$ cat src/rtl/smbus_host_pkg.sv
package smbus_host_pkg;

    typedef enum logic [2:0] {
        OP_START  = 3'd0,
        OP_WRITE  = 3'd1,
        OP_READ   = 3'd2,
        OP_RSTART = 3'd3,
        OP_STOP   = 3'd4
    } prim_op_e;

    typedef enum logic [3:0] {
        S_IDLE, S_CHECK, S_START, S_ADDR, S_CMD,
        S_WDATA, S_RSTART, S_RADDR, S_RDATA, S_STOP
    } seq_state_e;

    localparam logic [2:0] PR_QUICK = 3'b000;
    localparam logic [2:0] PR_BYTE  = 3'b001;
    localparam logic [2:0] PR_BDATA = 3'b010;
    localparam logic [2:0] PR_WORD  = 3'b011;
    localparam logic [2:0] PR_BLOCK = 3'b101;

    localparam logic [2:0] OFS_STAT = 3'd0;
    localparam logic [2:0] OFS_CTRL = 3'd2;
    localparam logic [2:0] OFS_CMD  = 3'd3;
    localparam logic [2:0] OFS_ADDR = 3'd4;
    localparam logic [2:0] OFS_D0   = 3'd5;
    localparam logic [2:0] OFS_D1   = 3'd6;
    localparam logic [2:0] OFS_BLK  = 3'd7;

endpackage

$ cat src/rtl/smbus_blkbuf.sv
module smbus_blkbuf #(
    parameter int DEPTH = 32,
    parameter int DW    = 8,
    localparam int PW   = $clog2(DEPTH)
) (
    input  logic          clk,
    input  logic          rst_n,
    input  logic          host_we,
    input  logic          host_adv,
    input  logic          host_rewind,
    input  logic [DW-1:0] host_wdata,
    output logic [DW-1:0] host_rdata,
    output logic [PW-1:0] host_ptr,
    input  logic          eng_we,
    input  logic [PW-1:0] eng_widx,
    input  logic [DW-1:0] eng_wdata,
    input  logic [PW-1:0] eng_ridx,
    output logic [DW-1:0] eng_rdata
);
    logic [DW-1:0] mem [DEPTH];
    logic [PW-1:0] ptr_q;

    // Host pointer: a control read rewinds, a port access steps forward.
    always_ff @(posedge clk or negedge rst_n) begin
        if (!rst_n) begin
            ptr_q <= '0;
        end else if (host_rewind) begin
            ptr_q <= '0;
        end else if (host_we || host_adv) begin
            ptr_q <= (ptr_q == PW'(DEPTH - 1)) ? '0 : ptr_q + 1'b1;
        end
    end

    for (genvar g = 0; g < DEPTH; g++) begin : g_entry
        always_ff @(posedge clk or negedge rst_n) begin
            if (!rst_n) begin
                mem[g] <= '0;
            end else if (eng_we && eng_widx == PW'(g)) begin
                mem[g] <= eng_wdata;
            end else if (host_we && ptr_q == PW'(g)) begin
                mem[g] <= host_wdata;
            end
        end
    end

    assign host_rdata = mem[ptr_q];
    assign host_ptr   = ptr_q;
    assign eng_rdata  = mem[eng_ridx];

endmodule

$ cat src/rtl/smbus_seq.sv
module smbus_seq
    import smbus_host_pkg::*;
#(
    parameter int BUF_DEPTH = 32,
    localparam int PW = $clog2(BUF_DEPTH),
    localparam int IW = $clog2(BUF_DEPTH + 1)
) (
    input  logic          clk,
    input  logic          rst_n,
    input  logic          go,
    input  logic [2:0]    prot,
    input  logic [7:0]    addr_b,
    input  logic [7:0]    cmd_b,
    input  logic [7:0]    d0,
    input  logic [7:0]    d1,
    input  logic [7:0]    buf_rdata,
    output logic [PW-1:0] buf_ridx,
    output logic [PW-1:0] buf_widx,
    output logic          buf_we,
    output logic          ld_d0,
    output logic          ld_d1,
    output logic          prim_req,
    output logic [2:0]    prim_op,
    output logic [7:0]    prim_wdata,
    output logic          prim_last,
    input  logic          prim_done,
    input  logic          prim_nack,
    input  logic          prim_arb,
    input  logic [7:0]    prim_rdata,
    output logic          set_nack,
    output logic          set_coll,
    output logic          set_fail,
    output logic          set_done,
    output logic          busy
);
    seq_state_e    state, nxt;
    logic          issued;
    logic [IW-1:0] idx;
    logic          idx_clr, idx_inc;

    function automatic logic count_ok(input logic [7:0] v);
        return (v != 8'd0) && (v <= 8'(BUF_DEPTH));
    endfunction

    logic       is_rd, is_blk, combo, prot_ok, at_last;
    logic [7:0] last_v;

    assign is_rd   = addr_b[0];
    assign is_blk  = (prot == PR_BLOCK);
    assign combo   = is_rd && (prot == PR_BDATA || prot == PR_WORD || is_blk);
    assign prot_ok = (prot == PR_QUICK) || (prot == PR_BYTE) || (prot == PR_BDATA)
                     || (prot == PR_WORD) || is_blk;
    assign last_v  = (prot == PR_WORD) ? 8'd1 : (is_blk ? d0 : 8'd0);
    assign at_last = (8'(idx) == last_v) && !(is_blk && is_rd && idx == '0);

    assign buf_ridx = PW'(idx - 1'b1);
    assign buf_widx = PW'(idx - 1'b1);
    assign busy     = (state != S_IDLE);

    // State register, request tracker and byte index.
    always_ff @(posedge clk or negedge rst_n) begin
        if (!rst_n) begin
            state  <= S_IDLE;
            issued <= 1'b0;
            idx    <= '0;
        end else begin
            state <= nxt;
            if (prim_done)     issued <= 1'b0;
            else if (prim_req) issued <= 1'b1;
            if (idx_clr)       idx <= '0;
            else if (idx_inc)  idx <= idx + 1'b1;
        end
    end

    // Next state and all outputs.
    always_comb begin
        nxt        = state;
        prim_req   = 1'b0;
        prim_op    = OP_START;
        prim_wdata = 8'h00;
        prim_last  = 1'b0;
        set_nack   = 1'b0;
        set_coll   = 1'b0;
        set_fail   = 1'b0;
        set_done   = 1'b0;
        ld_d0      = 1'b0;
        ld_d1      = 1'b0;
        buf_we     = 1'b0;
        idx_clr    = 1'b0;
        idx_inc    = 1'b0;
        unique case (state)
            S_IDLE: begin
                if (go) nxt = S_CHECK;
            end
            S_CHECK: begin
                if (!prot_ok || (is_blk && !is_rd && !count_ok(d0))) begin
                    set_fail = 1'b1;
                    set_done = 1'b1;
                    nxt      = S_IDLE;
                end else begin
                    nxt = S_START;
                end
            end
            S_START, S_RSTART: begin
                prim_req = !issued;
                prim_op  = (state == S_START) ? OP_START : OP_RSTART;
                if (prim_done) begin
                    if (prim_arb) begin
                        set_coll = 1'b1;
                        set_done = 1'b1;
                        nxt      = S_IDLE;
                    end else begin
                        nxt = (state == S_START) ? S_ADDR : S_RADDR;
                    end
                end
            end
            S_ADDR, S_CMD, S_WDATA, S_RADDR: begin
                prim_req = !issued;
                prim_op  = OP_WRITE;
                unique case (state)
                    S_ADDR:  prim_wdata = combo ? {addr_b[7:1], 1'b0} : addr_b;
                    S_CMD:   prim_wdata = cmd_b;
                    S_RADDR: prim_wdata = {addr_b[7:1], 1'b1};
                    default: prim_wdata = (idx == '0) ? d0 : (is_blk ? buf_rdata : d1);
                endcase
                if (prim_done) begin
                    if (prim_arb) begin
                        set_coll = 1'b1;
                        set_done = 1'b1;
                        nxt      = S_IDLE;
                    end else if (prim_nack) begin
                        set_nack = 1'b1;
                        nxt      = S_STOP;
                    end else begin
                        unique case (state)
                            S_ADDR: begin
                                idx_clr = 1'b1;
                                if (prot == PR_QUICK)              nxt = S_STOP;
                                else if (prot == PR_BYTE && is_rd) nxt = S_RDATA;
                                else                               nxt = S_CMD;
                            end
                            S_CMD: begin
                                idx_clr = 1'b1;
                                if (prot == PR_BYTE) nxt = S_STOP;
                                else if (combo)      nxt = S_RSTART;
                                else                 nxt = S_WDATA;
                            end
                            S_RADDR: begin
                                idx_clr = 1'b1;
                                nxt     = S_RDATA;
                            end
                            default: begin
                                if (at_last) nxt = S_STOP;
                                else         idx_inc = 1'b1;
                            end
                        endcase
                    end
                end
            end
            S_RDATA: begin
                prim_req  = !issued;
                prim_op   = OP_READ;
                prim_last = at_last;
                if (prim_done) begin
                    if (prim_arb) begin
                        set_coll = 1'b1;
                        set_done = 1'b1;
                        nxt      = S_IDLE;
                    end else begin
                        if (idx == '0)   ld_d0  = 1'b1;
                        else if (is_blk) buf_we = 1'b1;
                        else             ld_d1  = 1'b1;
                        if (is_blk && idx == '0 && !count_ok(prim_rdata)) begin
                            set_fail = 1'b1;
                            nxt      = S_STOP;
                        end else if (at_last) begin
                            nxt = S_STOP;
                        end else begin
                            idx_inc = 1'b1;
                        end
                    end
                end
            end
            S_STOP: begin
                prim_req = !issued;
                prim_op  = OP_STOP;
                if (prim_done) begin
                    set_coll = prim_arb;
                    set_done = 1'b1;
                    nxt      = S_IDLE;
                end
            end
        endcase
    end

endmodule

$ cat src/rtl/smbus_host_engine.sv
module smbus_host_engine
    import smbus_host_pkg::*;
#(
    parameter int BUF_DEPTH = 32
) (
    input  logic       clk,
    input  logic       rst_n,
    input  logic       reg_wr,
    input  logic       reg_rd,
    input  logic [2:0] reg_addr,
    input  logic [7:0] reg_wdata,
    output logic [7:0] reg_rdata,
    output logic       irq,
    output logic       prim_req,
    output logic [2:0] prim_op,
    output logic [7:0] prim_wdata,
    output logic       prim_last,
    input  logic       prim_done,
    input  logic       prim_nack,
    input  logic       prim_arb,
    input  logic [7:0] prim_rdata
);
    localparam int PW = $clog2(BUF_DEPTH);

    logic [2:0]    ctrl_prot;
    logic          ctrl_ie;
    logic [7:0]    cmd_q, addr_q, d0_q, d1_q;
    logic          st_nack, st_coll, st_fail, st_done;
    logic          busy, go;
    logic          ld_d0, ld_d1, buf_we;
    logic          set_nack, set_coll, set_fail, set_done;
    logic [PW-1:0] buf_ridx, buf_widx, blk_ptr;
    logic [7:0]    buf_rdata, host_rdata;

    function automatic logic hit(input logic [2:0] a, input logic [2:0] o);
        return a == o;
    endfunction

    logic wr_ok, st_wr;
    assign wr_ok = reg_wr && !busy;
    assign st_wr = reg_wr && hit(reg_addr, OFS_STAT);
    assign go    = reg_wr && hit(reg_addr, OFS_CTRL) && reg_wdata[6] && !busy
                   && !(st_nack || st_coll || st_fail);

    always_ff @(posedge clk or negedge rst_n) begin
        if (!rst_n) begin
            ctrl_prot <= '0;
            ctrl_ie   <= 1'b0;
            cmd_q     <= '0;
            addr_q    <= '0;
            d0_q      <= '0;
            d1_q      <= '0;
        end else begin
            if (wr_ok && hit(reg_addr, OFS_CTRL)) begin
                ctrl_prot <= reg_wdata[4:2];
                ctrl_ie   <= reg_wdata[0];
            end
            if (wr_ok && hit(reg_addr, OFS_CMD))  cmd_q  <= reg_wdata;
            if (wr_ok && hit(reg_addr, OFS_ADDR)) addr_q <= reg_wdata;
            if (ld_d0)                                 d0_q <= prim_rdata;
            else if (wr_ok && hit(reg_addr, OFS_D0))   d0_q <= reg_wdata;
            if (ld_d1)                                 d1_q <= prim_rdata;
            else if (wr_ok && hit(reg_addr, OFS_D1))   d1_q <= reg_wdata;
        end
    end

    // Sticky flags: a set from the sequencer wins over a same-cycle clear.
    always_ff @(posedge clk or negedge rst_n) begin
        if (!rst_n) begin
            st_done <= 1'b0;
            st_nack <= 1'b0;
            st_coll <= 1'b0;
            st_fail <= 1'b0;
        end else begin
            st_done <= set_done | (st_done & ~(st_wr & reg_wdata[1]));
            st_nack <= set_nack | (st_nack & ~(st_wr & reg_wdata[2]));
            st_coll <= set_coll | (st_coll & ~(st_wr & reg_wdata[3]));
            st_fail <= set_fail | (st_fail & ~(st_wr & reg_wdata[4]));
        end
    end

    always_comb begin
        unique case (reg_addr)
            OFS_STAT: reg_rdata = {3'b000, st_fail, st_coll, st_nack, st_done, busy};
            OFS_CTRL: reg_rdata = {3'b000, ctrl_prot, 1'b0, ctrl_ie};
            OFS_CMD:  reg_rdata = cmd_q;
            OFS_ADDR: reg_rdata = addr_q;
            OFS_D0:   reg_rdata = d0_q;
            OFS_D1:   reg_rdata = d1_q;
            OFS_BLK:  reg_rdata = host_rdata;
            default:  reg_rdata = 8'h00;
        endcase
    end

    assign irq = ctrl_ie & (st_done | st_nack | st_coll | st_fail);

    smbus_blkbuf #(.DEPTH(BUF_DEPTH), .DW(8)) u_buf (
        .clk         (clk),
        .rst_n       (rst_n),
        .host_we     (wr_ok && hit(reg_addr, OFS_BLK)),
        .host_adv    (reg_rd && hit(reg_addr, OFS_BLK)),
        .host_rewind (reg_rd && hit(reg_addr, OFS_CTRL)),
        .host_wdata  (reg_wdata),
        .host_rdata  (host_rdata),
        .host_ptr    (blk_ptr),
        .eng_we      (buf_we),
        .eng_widx    (buf_widx),
        .eng_wdata   (prim_rdata),
        .eng_ridx    (buf_ridx),
        .eng_rdata   (buf_rdata)
    );

    smbus_seq #(.BUF_DEPTH(BUF_DEPTH)) u_seq (
        .clk        (clk),
        .rst_n      (rst_n),
        .go         (go),
        .prot       (ctrl_prot),
        .addr_b     (addr_q),
        .cmd_b      (cmd_q),
        .d0         (d0_q),
        .d1         (d1_q),
        .buf_rdata  (buf_rdata),
        .buf_ridx   (buf_ridx),
        .buf_widx   (buf_widx),
        .buf_we     (buf_we),
        .ld_d0      (ld_d0),
        .ld_d1      (ld_d1),
        .prim_req   (prim_req),
        .prim_op    (prim_op),
        .prim_wdata (prim_wdata),
        .prim_last  (prim_last),
        .prim_done  (prim_done),
        .prim_nack  (prim_nack),
        .prim_arb   (prim_arb),
        .prim_rdata (prim_rdata),
        .set_nack   (set_nack),
        .set_coll   (set_coll),
        .set_fail   (set_fail),
        .set_done   (set_done),
        .busy       (busy)
    );

endmodule

$ cat config.mk
export PLATFORM = sky130hd
export DESIGN_NAME = smbus_host_engine
export DESIGN_NICKNAME = d
export VERILOG_FILES = /design/src/rtl/smbus_host_pkg.sv /design/src/rtl/smbus_blkbuf.sv /design/src/rtl/smbus_seq.sv /design/src/rtl/smbus_host_engine.sv
export SDC_FILE = /design/constraint.sdc
export NUM_CORES = 1
export LEC_CHECK = 0
export BUFFER_PORTS_ARGS = -buffer_cell sky130_fd_sc_hd__clkbuf_2
export CAP_MARGIN = 0
export CORE_ASPECT_RATIO = 1.1
export CORE_UTILIZATION = 37
export DETAILED_ROUTE_END_ITERATION = 16
export HOLD_SLACK_MARGIN = 0.06
export SYNTH_ARGS = -nofsm -noshare
export SYNTH_HDL_FRONTEND = slang
export SYNTH_SLANG_ARGS = --single-unit
$ cat constraint.sdc
create_clock -name clk -period 7.7 [get_ports clk]
set_input_delay 1.155 -clock clk [delete_from_list [all_inputs] [get_ports clk]]
set_output_delay 1.155 -clock clk [all_outputs]
set_load 0.05 [all_outputs]
=== After elaboration in Yosys (flattened, before gate mapping) ===
Cells that the tools add are included.
Widths: inputs -> output; s select.

* Bitwise gates (word level): 22
* Magnitude comparators: 4
* Add/subtract/negate cells: 3
* Reduce and logical (&&, ||, !) cells: 159
* Equality and inequality tests: 87
* Multiplexer cells: 155

{| class="wikitable"
|+ Operators by type and width
! kind !! number
|-
| $mux 8 || 77
|-
| $eq 5x5->1 const B || 32
|-
| $logic_and 1x1->1 || 89
|-
| $bmux 8 s5 || 2
|-
| $eq 5x4->1 const B || 16
|-
| $reduce_bool 2->1 || 37
|-
| $mux 4 || 14
|-
| $pmux 8 s7 || 1
|-
| $mux 1 || 44
|-
| $eq 5x3->1 const B || 8
|-
| $pmux 4 s6 || 1
|-
| $pmux 8 s3 || 1
|-
| $eq 5x2->1 const B || 4
|-
| $eq 4x3->1 const B || 4
|-
| $le 8x6->1 const B || 2
|-
| $reduce_bool 8->1 || 2
|-
| $eq 3x3->1 const B || 5
|-
| $mux 5 || 3
|-
| $eq 3x2->1 const B || 4
|-
| $ge 6x6->1 const B || 2
|-
| $mux 6 || 2
|-
| $not 5->6 || 2
|-
| $pmux 3 s4 || 1
|-
| $pmux 4 s3 || 1
|-
| other kinds (30) || 76
|}

* Bits of input ports: 26
* Word-level logic and storage cells: 476
* Output and inout port bits: 22
* Bits in registers: 312

=== Longest topological paths before layout ===
* Depth in word-level cells: 13
* Mapped depth: 14
* Depth with buffers taken out: 8

=== By module ===
Synthesis repeated with hierarchy kept, for this count alone.

* Cells, all modules: 1,995
* Area total of the unflattened synthesis: 20,156.8 µm²

{| class="wikitable"
|+ By module, submodules not included
! module !! seq. area each (µm²) !! instances !! area each (µm²) !! cells each
|-
| smbus_blkbuf || 6,531.3 || 1 || 16,333.2 || 1,542
|-
| smbus_host_engine || 1,001.0 || 1 || 2,183.3 || 203
|-
| smbus_seq || 275.3 || 1 || 1,640.3 || 250
|}

=== Least setup slack after synthesis ===
Ideal clock, no wire load.

* Path kind: reg2out
* Start: register u_seq.idx[0]
* End: output prim_last
* Path slack: 2.754 ns
* Stages on the path, launching flop included: 11
* Arrival: 3.791 ns
* Path buffers: 4
* Data required time: 6.545 ns
* Path through: dfrtp_1 clkbuf_1 buf_2 inv_1 ha_1 clkbuf_2 a311oi_1 nor3_1 nor4_1 buf_2 nor4b_1

* Word-level cells in the longest chain between the ends: 5
* Elaborated cells between the ends (all ways): 6
* Classes of those cells: eq/ne: 1; mux: 1; reduce/logical: 4

{| class="wikitable"
|+ Ends and longest elaborated chain
! what !! line !! RTL
|-
| from (decl) || smbus_seq.sv:38 || <nowiki>logic [IW-1:0] idx;</nowiki>
|-
| from (signal assigned) || smbus_seq.sv:71 || <nowiki>else if (idx_inc) idx <= idx + 1'b1;</nowiki>
|-
| $logic_not 6->1 || smbus_seq.sv:54 || <nowiki>assign at_last = (8'(idx) == last_v) && !(is_blk && is_rd && idx == '0);</nowiki>
|-
| $logic_and 1x1->1 || smbus_seq.sv:54 ||
|-
| $logic_not 1->1 || smbus_seq.sv:54 ||
|-
| $logic_and 1x1->1 (*) || smbus_seq.sv:54 ||
|-
| $mux 1 (*) || smbus_seq.sv:91 || <nowiki>unique case (state)</nowiki>
|-
| to (decl) || smbus_host_engine.sv:17 || <nowiki>output logic prim_last,</nowiki>
|}

Mark *: on every way between the ends. The rest lies on a longest branch, timed or not.

=== Worst setup path in the final report ===
* Start: register u_seq.idx[0]
* End: output prim_wdata[5]

* Word-level cells in the longest chain between the ends: 9
* Elaborated cells between the ends (all ways): 10
* Classes of those cells: add/sub: 1; mux: 7; bitwise: 1; reduce/logical: 1

{| class="wikitable"
|+ Ends and longest elaborated chain
! what !! line !! RTL
|-
| $sub 5x1->5 || smbus_seq.sv:56 || <nowiki>assign buf_ridx = PW'(idx - 1'b1);</nowiki>
|-
| $not 5->6 (implied by the code) || smbus_blkbuf.sv:48 || <nowiki>assign eng_rdata = mem[eng_ridx];</nowiki>
|-
| $bmux 8 s5 || smbus_blkbuf.sv:48 ||
|-
| $mux 8 (implied by the code) (2 in a row) || smbus_blkbuf.sv:48 ||
|-
| $mux 8 || smbus_seq.sv:124 || <nowiki>default: prim_wdata = (idx == '0) ? d0 : (is_blk ? buf_rdata : d1);</nowiki>
|-
| $mux 8 (*) || smbus_seq.sv:124 ||
|-
| $pmux 8 s3 (*) || smbus_seq.sv:120 || <nowiki>unique case (state)</nowiki>
|-
| $mux 8 (*) || smbus_seq.sv:91 ||
|-
| to (decl) || smbus_host_engine.sv:16 || <nowiki>output logic [7:0] prim_wdata,</nowiki>
|}

Mark *: on every way between the ends. The rest lies on a longest branch, timed or not. The select of a mux whose other input is x is not followed.

==> run_results.csv <==
group,metric,value,unit
global_route,overflow,0,
synthesis,ys_seq_area_share,38.40,%
clock_tree,cts_tree,"done",
sta,rsz0062_at_grt,"no",
critical_path,start_kind,"flop",
sta,hold_ws,0.5058,ns
global_route,antenna_found_initial,3,
layout,instances_no_fill,2611,
synthesis,yosysTopAreaCell,"dfrtp_1",
power,p_leak,8.814,nW
sta,setup_viol,0,
route,vias,16570,
clock_tree,clk_latency,0.54,ns
sta,fin_skew,0.01734,ns
synthesis,ys_ff_latch,312,
route,dr.pass1.iters,8,
critical_path,worstRegToRegCells,8,
synthesis,yosysWarnings,0,
placement,gp_congestion,0.9687,
clock_tree,cts-resized-gates,0,
clock_tree,numCtsBuffers,36,
synthesis,synth_cells,1944,
synthesis,syn_area_per_cell,10.46,um^2
placement,dp.cells,2549,
synthesis,synthDistinctLibCells,74,
critical_path,arrival,4.58,ns
job,cap_violations,0,
sta,fin_crit,5.738,ns
route,drc,0,
critical_path,slowest_delay,0.91,ns
clock_tree,cts_sinks,312,
route,routedWlPerCell,27.47,um
critical_path,cpMaxStageDelayCell,"xor2_2",
die,num_io_pins,48,
power,pwr_density_cell,312.4,nW/um^2
synthesis,async_flop_share,100.0,%
die,die-height,247.9,um
power,switching_power,2.885,mW
route,finalWirelength,71.73,mm
power,clkPwrFrac,24.8,%
synthesis,synth_ff_type,"dfrtp_1",
critical_path,crit_type,"reg -> out",
power,power,6.892,mW
synthesis,synthTopCellsByArea,"dfrtp_1 (38%), mux4_2 (16%), mux2i_1 (13%)",
global_route,grt_first_pass_wirelength,106.7,mm
route,drt-initial-drc-count,2289,
sta,report.final.slew_viol_count,0,
layout,nets,1897,
sta,hold_viol,0,
layout,fin_util,40.85,%
clock_tree,htree_levels,2,
synthesis,synth_nets,1982,
sta,tns,0,ns
min_path,hold_depth,2,
sta,worstMarginPinSlew,1.272,ns
clock_tree,cts_max_path_buffers,3,
layout,synthToLayoutAreaGrowth,8.505,%
layout,antenna_cells,0,
power,p_int,4.006,mW
min_path,worst_hold_path_type,"reg -> reg",
critical_path,required,6.55,ns
sta,max-slew-margin-rel,14.90,%
critical_path,crit_fanout,24,
clock_tree,post-cts-setup-buffers,0,
outcome,status,"finished, final reports clean",
synthesis,synth_top_area_share,38.40,%
die,fp.dieW,225.5,um
die,initial_utilization,37.65,%
power,sw_frac_of_total,41.87,%
clock_tree,cts_root_buf,"clkbuf_16",
critical_path,path_cells,"inv_1 > ha_1 > nand2b_1 > nor2_1 > xor2_2 > o21ai_0 > o21a_1 > o211ai_1 > clkbuf_2",
die,dieArea,55890,um^2
die,fp-row-count,89,
synthesis,synth_edf_count,0,
sta,timing.fmax,0.1743,GHz
global_route,grt_pass1_vias,15600,
layout,layout-drive-gt1-share,18.27,%
die,fp.coreArea,54010,um^2
route,avgViaCountPerCell,6.346,
clock_tree,holdBufCountCts,0,
global_route,grt_usage,25.69,%
power,power_frac_comb,40.1,%
placement,dp_hpwl,47.55,mm
route,ant_nets,0,
power,ir_drop,0.1856,mV
global_route,grt_start_max_net_pins,138,
critical_path,end_kind,"output pin",
sta,period_share,74.52,%
placement,io_buffer_count,47,
clock_tree,clk_pin_slew,0.06,ns
power,seqPwrFrac,35.1,%
synthesis,syn_area,20330,um^2
-- state kept, by name, summed over array words and instances, names as in the netlist, 3 cells and up --
| signal | flops |
|---|---|
| d1_q | 8 |
| u_buf.mem | 256 |
| cmd_q | 8 |
| u_seq.state | 4 |
| u_seq.idx | 6 |
| ctrl_prot | 3 |
| addr_q | 8 |
| d0_q | 8 |
| u_buf.host_ptr | 5 |
-- area by class of cell --
type | count | area, um^2
sequential | 312 | 7816
timing repair buffer | 66 | 400.4
clock buffer | 48 | 1007
multi-input combinational | 1433 | 11760
clock inverter | 14 | 130.1
inverter | 10 | 37.54
fill | 5161 | 31950
tap | 728 | 910.9
-- power groups by stage --
stage / clock network [mW] / logic [mW] / registers (mW)
final: 1.71 / 2.77 / 2.42
after global routing: 1.79 / 2.92 / 2.46
after CTS: 1.72 / 2.71 / 2.40
after detailed placement: 0 / 2.71 / 2.43
after global placement: 0 / 2.68 / 2.42
after floorplan: 0 / 2.09 / 2.11
-- synthesized netlist by cell type, types with 12 or more instances --
library cell	n
nor2_1	265
and3_1	22
nor2_2	22
or4_1	13
mux2_2	29
buf_2	35
a22oi_1	17
nor3_1	12
mux2i_1	263
o31ai_1	12
nand4_1	28
mux4_2	144
or3_1	12
buf_1	20
nand2b_1	15
o21ai_0	44
a21oi_1	243
a221o_1	22
o22ai_1	23
ha_1	12
dfrtp_1	312
a22o_1	14
clkbuf_1	125
nand2_1	72
o211ai_1	18
-- placed cells by master, fill, tap and decap left out, types with 10 or more instances in the layout --
cell type / synthesis / routed
or4_1: 13 / 13
o31ai_1: 12 / 12
nand4_1: 28 / 28
o22ai_1: 23 / 23
or3_1: 12 / 12
mux2i_1: 263 / 263
mux4_2: 144 / 144
buf_4: 3 / 18
nand2_1: 72 / 72
and3_1: 22 / 22
o211ai_1: 18 / 18
a221o_1: 22 / 22
nand3_1: 10 / 10
a21oi_1: 243 / 243
a22o_1: 14 / 14
inv_1: 10 / 10
clkbuf_2: 5 / 46
nor3_1: 12 / 11
nand2b_1: 15 / 15
dfrtp_1: 312 / 309
mux2_2: 29 / 29
nor2_2: 22 / 22
clkbuf_16: 0 / 37
o21ai_0: 44 / 44
ha_1: 12 / 11
a22oi_1: 17 / 17
nor2_1: 265 / 265
-- critical path, delay by kind of cell (launching register included) --
kind	cells	cell delay, ns
DFF	1	0.65
buffers and inverters	2	0.64
xor gates and xnor gates	1	0.91
AOI/OAI and AO/OA	3	0.90
adders and majority gates	1	0.46
and+or+nand+nor	2	0.48
-- cell families (layout without fill, tap and decap cells) --
group | after synthesis | after routing | share of synthesized area, %
AO/OA/AOI/OAI | 453 | 453 | 13.56
XOR/XNOR | 9 | 9 | 0.4247
adder cells (fa/ha/maj) | 12 | 12 | 0.7384
buffers and inverters | 199 | 138 | 4.012
flip-flops | 312 | 312 | 38.40
multiplexers | 437 | 437 | 30.58
AND/OR/NAND/NOR | 522 | 522 | 12.28
-- path summary, 6_finish.rpt --
| path | endpoint | slack [ns] | start |
|---|---|---|---|
| worst max-delay path | prim_wdata[5] | 1.96 | u_seq.idx[0] |
| worst min-delay path | u_seq.issued | 0.51 | u_seq.issued |
| worst max register to register | u_buf.mem[34] | 3.46 | u_seq.idx[0] |
| worst min register to register | u_seq.issued | 0.51 | u_seq.issued |
| max in group asynchronous | u_buf.mem[163] | 5.49 | rst_n |
| min in group asynchronous | u_seq.state[1] | 0.71 | rst_n |
-- stage by stage --
| step | setup slack [ns] | area [um^2] |
|---|---|---|
| 6_report | 1.962 | 22060 |
| 5_1_grt | 1.725 | 22060 |
| 4_1_cts | 2.060 | 22060 |
| 3_5_place_dp | 2.646 | 20920 |
| 3_3_place_gp | 2.668 | 20920 |
| 2_1_floorplan | 2.754 | 20330 |
-- metal layers --
| layer | global-route usage (%) | up-vias | wire length [um] |
|---|---|---|---|
| met5 | 0 | - | 32 |
| met4 | 11.78 | 4 | 3677 |
| met3 | 4.416 | 191 | 6022 |
| met2 | 40.74 | 969 | 33120 |
| met1 | 34.32 | 8304 | 28880 |
| li1 | - | 7101 | - |
Power figures use the tool's default switching activity.
